### src/rtl/gmb_pkg.sv
package gmb_pkg;
  typedef enum logic {GMB_IDLE, GMB_DRAIN} gmb_state_e;
endpackage

### src/rtl/gmb_entry_store.sv
module gmb_entry_store #(
  parameter int DEPTH = 16,
  parameter int BLK_W = 42,
  localparam int CNT_W = $clog2(DEPTH + 1),
  localparam int IDX_W = $clog2(DEPTH)
) (
  input  logic             clk_i,
  input  logic             rst_ni,
  input  logic             ins_i,
  input  logic [BLK_W-1:0] ins_blk_i,
  input  logic             clr_i,
  input  logic [IDX_W-1:0] rd_idx_i,
  output logic [BLK_W-1:0] rd_blk_o,
  output logic [CNT_W-1:0] cnt_o,
  output logic             ovf_o
);
  logic [BLK_W-1:0] mem_q [DEPTH];
  logic [CNT_W-1:0] cnt_q;
  logic [DEPTH-1:0] hit;
  logic             full, do_wr, do_ovf, ovf_q;

  for (genvar g = 0; g < DEPTH; g++) begin : g_cmp
    assign hit[g] = (CNT_W'(g) < cnt_q) && (mem_q[g] == ins_blk_i);
  end

  assign full   = (cnt_q == CNT_W'(DEPTH));
  assign do_wr  = ins_i && !(|hit) && !full;
  assign do_ovf = ins_i && !(|hit) && full;

  always_ff @(posedge clk_i) begin
    if (do_wr) mem_q[cnt_q[IDX_W-1:0]] <= ins_blk_i;
  end

  always_ff @(posedge clk_i or negedge rst_ni) begin
    if (!rst_ni) begin
      cnt_q <= '0;
      ovf_q <= 1'b0;
    end else begin
      if (clr_i)      cnt_q <= '0;
      else if (do_wr) cnt_q <= cnt_q + CNT_W'(1);
      if (do_ovf)     ovf_q <= 1'b1;
    end
  end

  assign rd_blk_o = mem_q[rd_idx_i];
  assign cnt_o    = cnt_q;
  assign ovf_o    = ovf_q;

  p_cnt_bound_r4: assert property (@(posedge clk_i) disable iff (!rst_ni)
    cnt_q <= CNT_W'(DEPTH));
  p_unique_r3: assert property (@(posedge clk_i) disable iff (!rst_ni)
    ins_i |-> $onehot0(hit));
  p_dup_no_grow_r3: assert property (@(posedge clk_i) disable iff (!rst_ni)
    (ins_i && (|hit) && !clr_i) |=> $stable(cnt_q));
  p_full_drop_r4: assert property (@(posedge clk_i) disable iff (!rst_ni)
    (ins_i && full && !(|hit) && !clr_i) |=> (cnt_q == CNT_W'(DEPTH)) && ovf_q);
  p_ovf_sticky_r4: assert property (@(posedge clk_i) disable iff (!rst_ni)
    ovf_q |=> ovf_q);
endmodule

### src/rtl/gmb_drain_ctl.sv
module gmb_drain_ctl
  import gmb_pkg::*;
#(
  parameter int DEPTH  = 16,
  parameter int CORE_W = 6,
  localparam int CNT_W = $clog2(DEPTH + 1),
  localparam int IDX_W = $clog2(DEPTH)
) (
  input  logic              clk_i,
  input  logic              rst_ni,
  input  logic              msh_valid_i,
  input  logic [CORE_W-1:0] msh_core_i,
  input  logic [CNT_W-1:0]  cnt_i,
  input  logic              push_ready_i,
  output logic              msh_ready_o,
  output logic              push_valid_o,
  output logic [CORE_W-1:0] push_core_o,
  output logic [IDX_W-1:0]  rd_idx_o,
  output logic              clr_o,
  output logic              done_o
);
  gmb_state_e        state_q;
  logic [CORE_W-1:0] core_q;
  logic [IDX_W-1:0]  idx_q;
  logic              done_q, take, hs, last;

  assign msh_ready_o  = (state_q == GMB_IDLE);
  assign push_valid_o = (state_q == GMB_DRAIN);
  assign take  = msh_valid_i && msh_ready_o;
  assign hs    = push_valid_o && push_ready_i;
  assign last  = (CNT_W'(idx_q) + CNT_W'(1)) == cnt_i;
  assign clr_o = hs && last;

  always_ff @(posedge clk_i or negedge rst_ni) begin
    if (!rst_ni) begin
      state_q <= GMB_IDLE;
      core_q  <= '0;
      idx_q   <= '0;
      done_q  <= 1'b0;
    end else begin
      done_q <= 1'b0;
      case (state_q)
        GMB_IDLE: if (take) begin
          if (cnt_i == '0) done_q <= 1'b1;
          else begin
            state_q <= GMB_DRAIN;
            core_q  <= msh_core_i;
            idx_q   <= '0;
          end
        end
        GMB_DRAIN: if (hs) begin
          if (last) begin
            state_q <= GMB_IDLE;
            done_q  <= 1'b1;
          end else idx_q <= idx_q + IDX_W'(1);
        end
        default: state_q <= GMB_IDLE;
      endcase
    end
  end

  assign push_core_o = core_q;
  assign rd_idx_o    = idx_q;
  assign done_o      = done_q;

  p_done_after_last_r8: assert property (@(posedge clk_i) disable iff (!rst_ni)
    clr_o |=> done_o && msh_ready_o && !push_valid_o);
  p_empty_done_r9: assert property (@(posedge clk_i) disable iff (!rst_ni)
    (take && cnt_i == '0) |=> done_o && !push_valid_o);
  p_hold_r7: assert property (@(posedge clk_i) disable iff (!rst_ni)
    (push_valid_o && !push_ready_i) |=> push_valid_o && $stable(rd_idx_o) && $stable(push_core_o));
endmodule

### src/rtl/gen_marshal_buf.sv
module gen_marshal_buf #(
  parameter int ADDR_W  = 48,
  parameter int BLK_OFF = 6,
  parameter int DEPTH   = 16,
  parameter int CORE_W  = 6,
  localparam int BLK_W  = ADDR_W - BLK_OFF,
  localparam int CNT_W  = $clog2(DEPTH + 1),
  localparam int IDX_W  = $clog2(DEPTH)
) (
  input  logic              clk_i,
  input  logic              rst_ni,
  input  logic              st_valid_i,
  input  logic              st_gen_i,
  input  logic [ADDR_W-1:0] st_addr_i,
  input  logic              msh_valid_i,
  input  logic [CORE_W-1:0] msh_core_i,
  output logic              msh_ready_o,
  output logic              push_valid_o,
  input  logic              push_ready_i,
  output logic [BLK_W-1:0]  push_blk_o,
  output logic [CORE_W-1:0] push_core_o,
  output logic              done_o,
  output logic              ovf_o
);
  logic             ins, clr;
  logic [IDX_W-1:0] rd_idx;
  logic [CNT_W-1:0] cnt;

  // record only while idle and no command is being taken
  assign ins = st_valid_i && st_gen_i && msh_ready_o && !msh_valid_i;

  gmb_entry_store #(.DEPTH(DEPTH), .BLK_W(BLK_W)) u_store (
    .clk_i     (clk_i),
    .rst_ni    (rst_ni),
    .ins_i     (ins),
    .ins_blk_i (st_addr_i[ADDR_W-1:BLK_OFF]),
    .clr_i     (clr),
    .rd_idx_i  (rd_idx),
    .rd_blk_o  (push_blk_o),
    .cnt_o     (cnt),
    .ovf_o     (ovf_o)
  );

  gmb_drain_ctl #(.DEPTH(DEPTH), .CORE_W(CORE_W)) u_ctl (
    .clk_i        (clk_i),
    .rst_ni       (rst_ni),
    .msh_valid_i  (msh_valid_i),
    .msh_core_i   (msh_core_i),
    .cnt_i        (cnt),
    .push_ready_i (push_ready_i),
    .msh_ready_o  (msh_ready_o),
    .push_valid_o (push_valid_o),
    .push_core_o  (push_core_o),
    .rd_idx_o     (rd_idx),
    .clr_o        (clr),
    .done_o       (done_o)
  );

  p_push_stable_r7: assert property (@(posedge clk_i) disable iff (!rst_ni)
    (push_valid_o && !push_ready_i) |=> $stable(push_blk_o));
  p_drain_frozen_r10: assert property (@(posedge clk_i) disable iff (!rst_ni)
    (push_valid_o && !push_ready_i) |=> $stable(cnt));
endmodule

### config.mk
export PLATFORM = sky130hd
export DESIGN_NAME = gen_marshal_buf
export DESIGN_NICKNAME = d
export VERILOG_FILES = /design/src/rtl/gmb_pkg.sv /design/src/rtl/gmb_entry_store.sv /design/src/rtl/gmb_drain_ctl.sv /design/src/rtl/gen_marshal_buf.sv
export SDC_FILE = /design/constraint.sdc
export NUM_CORES = 1
export LEC_CHECK = 0
export ABC_CLOCK_PERIOD_IN_PS = 5700
export BUFFER_PORTS_ARGS = -buffer_cell sky130_fd_sc_hd__buf_2
export CORE_MARGIN = 2
export CORE_UTILIZATION = 51
export DETAILED_ROUTE_END_ITERATION = 8
export PLACE_DENSITY_LB_ADDON = 0.15
export REMOVE_ABC_BUFFERS = 1
export SLEW_MARGIN = 20
export SYNTH_ARGS = -nofsm -noshare
export SYNTH_HDL_FRONTEND = slang
export SYNTH_HIERARCHICAL = 1
export SYNTH_SLANG_ARGS = --single-unit
### constraint.sdc
create_clock -name clk_i -period 5.7 [get_ports clk_i]
set_input_delay 1.14 -clock clk_i [delete_from_list [all_inputs] [get_ports clk_i]]
set_output_delay 1.14 -clock clk_i [all_outputs]
set_load 0.005 [all_outputs]
==> metrics.csv <==
stage;metric;value;unit
floorplan;die_w;263;um
global_route;grt_use_total;0.366;
synthesis;async_flop_share;0.0261;
floorplan;initial_utilization;0.518;
critical_path;worst_setup_path_start_kind;input pin;
cts;root_buffer;clkbuf_16;
sta;finClkSkew;0.0233;ns
routing;via_per_inst;6.78;
pwr;ir_drop;0.000304;V
flow_run;cap_viol_max_count;0;
cts;cts_sinks;690;
routing;drc;0;
finish;fin_area;38900;um2
sta;relSlewSlack;0.288;
cts;cts_tree;yes;
floorplan;die_area;69200;um2
critical_path;r2r_cells;9;
cts;clk_pin_slew;0.06;ns
synthesis;ys.flop_type;edfxtp_1;
cts;holdBufCountCts;0;
floorplan;die_h;263;um
critical_path;critPathArrivalTime;4.76;ns
routing;wl_per_cell;40.0;um
synthesis;synth-seq-area-share;0.603;
routing;routed_wl;127000;um
hold_path;timing.hold.worst.class;input pin to async pin;
synthesis;synth-compound-area-share;0.0114;
placed_design;place_ws;0.765;ns
global_route;first_global_vias;20700;
synthesis;synthXorXnorAreaFrac;0.170;
synthesis;yosysTopAreaCell;edfxtp_1;
floorplan;rows;94;
sta;setup_viol;0;
cts;clockBufferDepth;3;
global_route;grt_overflow_total;0;
global_route;grt_max_degree;63;
run_status;run_status;completed;
synthesis;synthAdderAreaFrac;0.00183;
sta;rsz0062_at_grt;no;
critical_path;timing.rr.start;u_store/cnt_o[3]$_DFFE_PN0P_;
sta;setup_slack;1.23;ns
synthesis;synth_warnings;6;
critical_path;crit_fanout;17;
sta;tightest_slew;1.04;ns
synthesis;yosys-top-cells-area;edfxtp_1 59%, mux4_2 14%, xor2_1 10%, xnor2_1 6.7%, nor4_1 2.0%;
pwr;power;15400;uW
placed_design;dpl.hpwl;95200;um
synthesis;syn_avg_cell_area;16.5;um2
routing;dr.pass1.iters;6;
placed_design;port_buffers;105;
global_route;grt_first_pass_wirelength;171000;um
finish;layout-drive-gt1-share;0.254;
routing;ant_nets;0;
floorplan;boundaryPins;112;
sta;hold_violations;0;
placed_design;gp_congestion;1.04;
sta;slew_violations;0;
synthesis;synth_top_family_by_area;XOR/XNOR gates;
synthesis;synth.cell_area;34200;um2
cts;numCtsBuffers;75;
sta;period_share;0.785;
pwr;leakage;0.0127;uW
cts;clk_latency;0.63;ns
synthesis;synth-edff-count;672;
cts;post_cts_buffers;0;
sta;setup_tns;0;ns
pwr;powerDensity;394;nW/um2
critical_path;end_kind;flop;
routing;drt_iter0_markers;3746;
global_route;antenna_found_initial;22;
synthesis;ys_types;56;
synthesis;ys_ff_latch;690;
synthesis;synth_top_area_frac;0.590;
sta;finalCriticalPeriod;4.47;ns
floorplan;coreArea;66100;um2
critical_path;crit_type;input pin to flop;
finish;postLayoutCoreUtil;0.589;
sta;clock.fmax;0.224;GHz
placed_design;dpl-instance-area;36700;um2
cts;htree_levels;3;
synthesis;synth_cells;2071;
synthesis;synth.area.mux_share;0.141;
synthesis;synth-simple-area-share;0.0520;
routing;num_vias;21500;
critical_path;crit_required;5.99;ns
finish;area_growth;13.8;%
critical_path;startpoint;st_addr_i[25];
cts;cts_resized;0;
finish;nNetsFinal;2318;
-- flip-flops by register name, summed over array words and instances, names as in the netlist --
signal / cells
u_ctl/done_o: 1
u_ctl/push_core_o: 6
u_ctl/push_valid_o: 1
u_ctl/rd_idx_o: 4
u_store/cnt_o: 5
u_store/mem_q: 672
u_store/ovf_o: 1
-- final cells by class --
class | count | area [um2]
Antenna cell | 3 | 7.51
Clock buffer | 101 | 2070
Clock inverter | 32 | 195
Fill cell | 5117 | 27200
Inverter | 15 | 56.3
Multi-Input combinational cell | 1228 | 12900
Sequential cell | 690 | 20600
Tap cell | 864 | 1080
Timing Repair Buffer | 243 | 1970
-- cells by family (layout without fill, tap and decap cells) --
logic type,after synthesis,after routing
compound gates,47,47
xor+xnor,664,664
fa+ha+maj,5,5
buf+inv,153,391
flops,690,690
mux,220,220
other cells,0,3
simple gates,292,292
-- Yosys cell counts (3+ instances only) --
| cell type | count |
|---|---|
| xor2_1 | 403 |
| nand2b_1 | 3 |
| nand4_1 | 86 |
| mux2_1 | 3 |
| xnor2_1 | 261 |
| o31ai_1 | 3 |
| a2111oi_0 | 5 |
| nor4_1 | 107 |
| and3_1 | 16 |
| buf_4 | 10 |
| o21ai_1 | 3 |
| nand3_1 | 16 |
| inv_1 | 14 |
| mux2_2 | 7 |
| nor3_2 | 3 |
| nor3_1 | 19 |
| buf_1 | 12 |
| o22ai_1 | 3 |
| mux4_2 | 210 |
| ha_1 | 5 |
| a221oi_1 | 3 |
| nor2b_1 | 10 |
| or4_1 | 4 |
| nor2_1 | 10 |
| o2bb2ai_1 | 3 |
| a211oi_1 | 3 |
| edfxtp_1 | 672 |
| a21oi_1 | 5 |
| nand2_1 | 8 |
| buf_2 | 80 |
| clkbuf_1 | 36 |
| dfrtp_1 | 18 |
| a21o_1 | 3 |
-- path summary, 6_finish.rpt --
path                                                        to  slack (ns)
worst max register to register  u_store/mem_q[0][24]$_DFFE_PP_        1.31
worst min register to register       u_store/ovf_o$_DFFE_PN0P_        0.50
max in group asynchronous        u_ctl/rd_idx_o[2]$_DFFE_PN0P_        4.92
worst max-delay path            u_store/mem_q[0][24]$_DFFE_PP_        1.23
min in group clk_i                   u_store/ovf_o$_DFFE_PN0P_        0.50
worst min-delay path             u_ctl/rd_idx_o[0]$_DFFE_PN0P_        0.45
-- stage by stage --
stage / hold slack [ns] / instances
2_1_floorplan: 0.451 / 1933
3_3_place_gp: 0.469 / 3040
3_5_place_dp: 0.474 / 3040
4_1_cts: 0.435 / 3173
5_1_grt: 0.468 / 3174
6_report: 0.446 / 3176
-- power breakdown --
group | leakage, uW | switching (uW) | internal, uW
Sequential | 0.00626 | 271 | 5660
Clock | 0.00111 | 2010 | 2630
Combinational | 0.00535 | 2780 | 2010
-- worst max-delay path: stages --
cell	delay (ns)
buf_2	0.48
buf_4	0.31
xor2_1	0.31
nor4_1	0.11
nand4_1	0.12
nor3_1	0.07
or4_1	0.51
a2111o_1	0.41
nor2_2	0.58
and3_2	0.37
buf_4	0.32
-- layout by cell type, fill, tap and decap left out, types with 7 or more instances in the layout --
cell type  instances
nor3_1            19
mux2_2             7
xnor2_1          261
nand2_1            8
buf_2            105
inv_1             14
edfxtp_1         672
buf_4            105
dfrtp_1           14
and3_2            15
nand4_1           86
nand3_1           16
clkbuf_16         79
clkbuf_1          21
clkinv_2          11
buf_12            33
mux4_2           210
nor4_1           107
nor2b_1           10
xor2_1           403
nor2_1            10
clkinv_1          17
-- routing by layer --
| metal | track usage | vias to the layer above | wire length [um] | share of wire |
|---|---|---|---|---|
| met1 | 0.492 | 11200 | 46100 | 0.36 |
| li1 | - | 8425 | - | - |
| met3 | 0.0834 | 294 | 15000 | 0.12 |
| met5 | 0 | - | 31 | 0.00024 |
| met2 | 0.550 | 1614 | 56700 | 0.45 |
| met4 | 0.213 | 6 | 9240 | 0.073 |
Note: power is estimated with default switching activity, not from simulation.
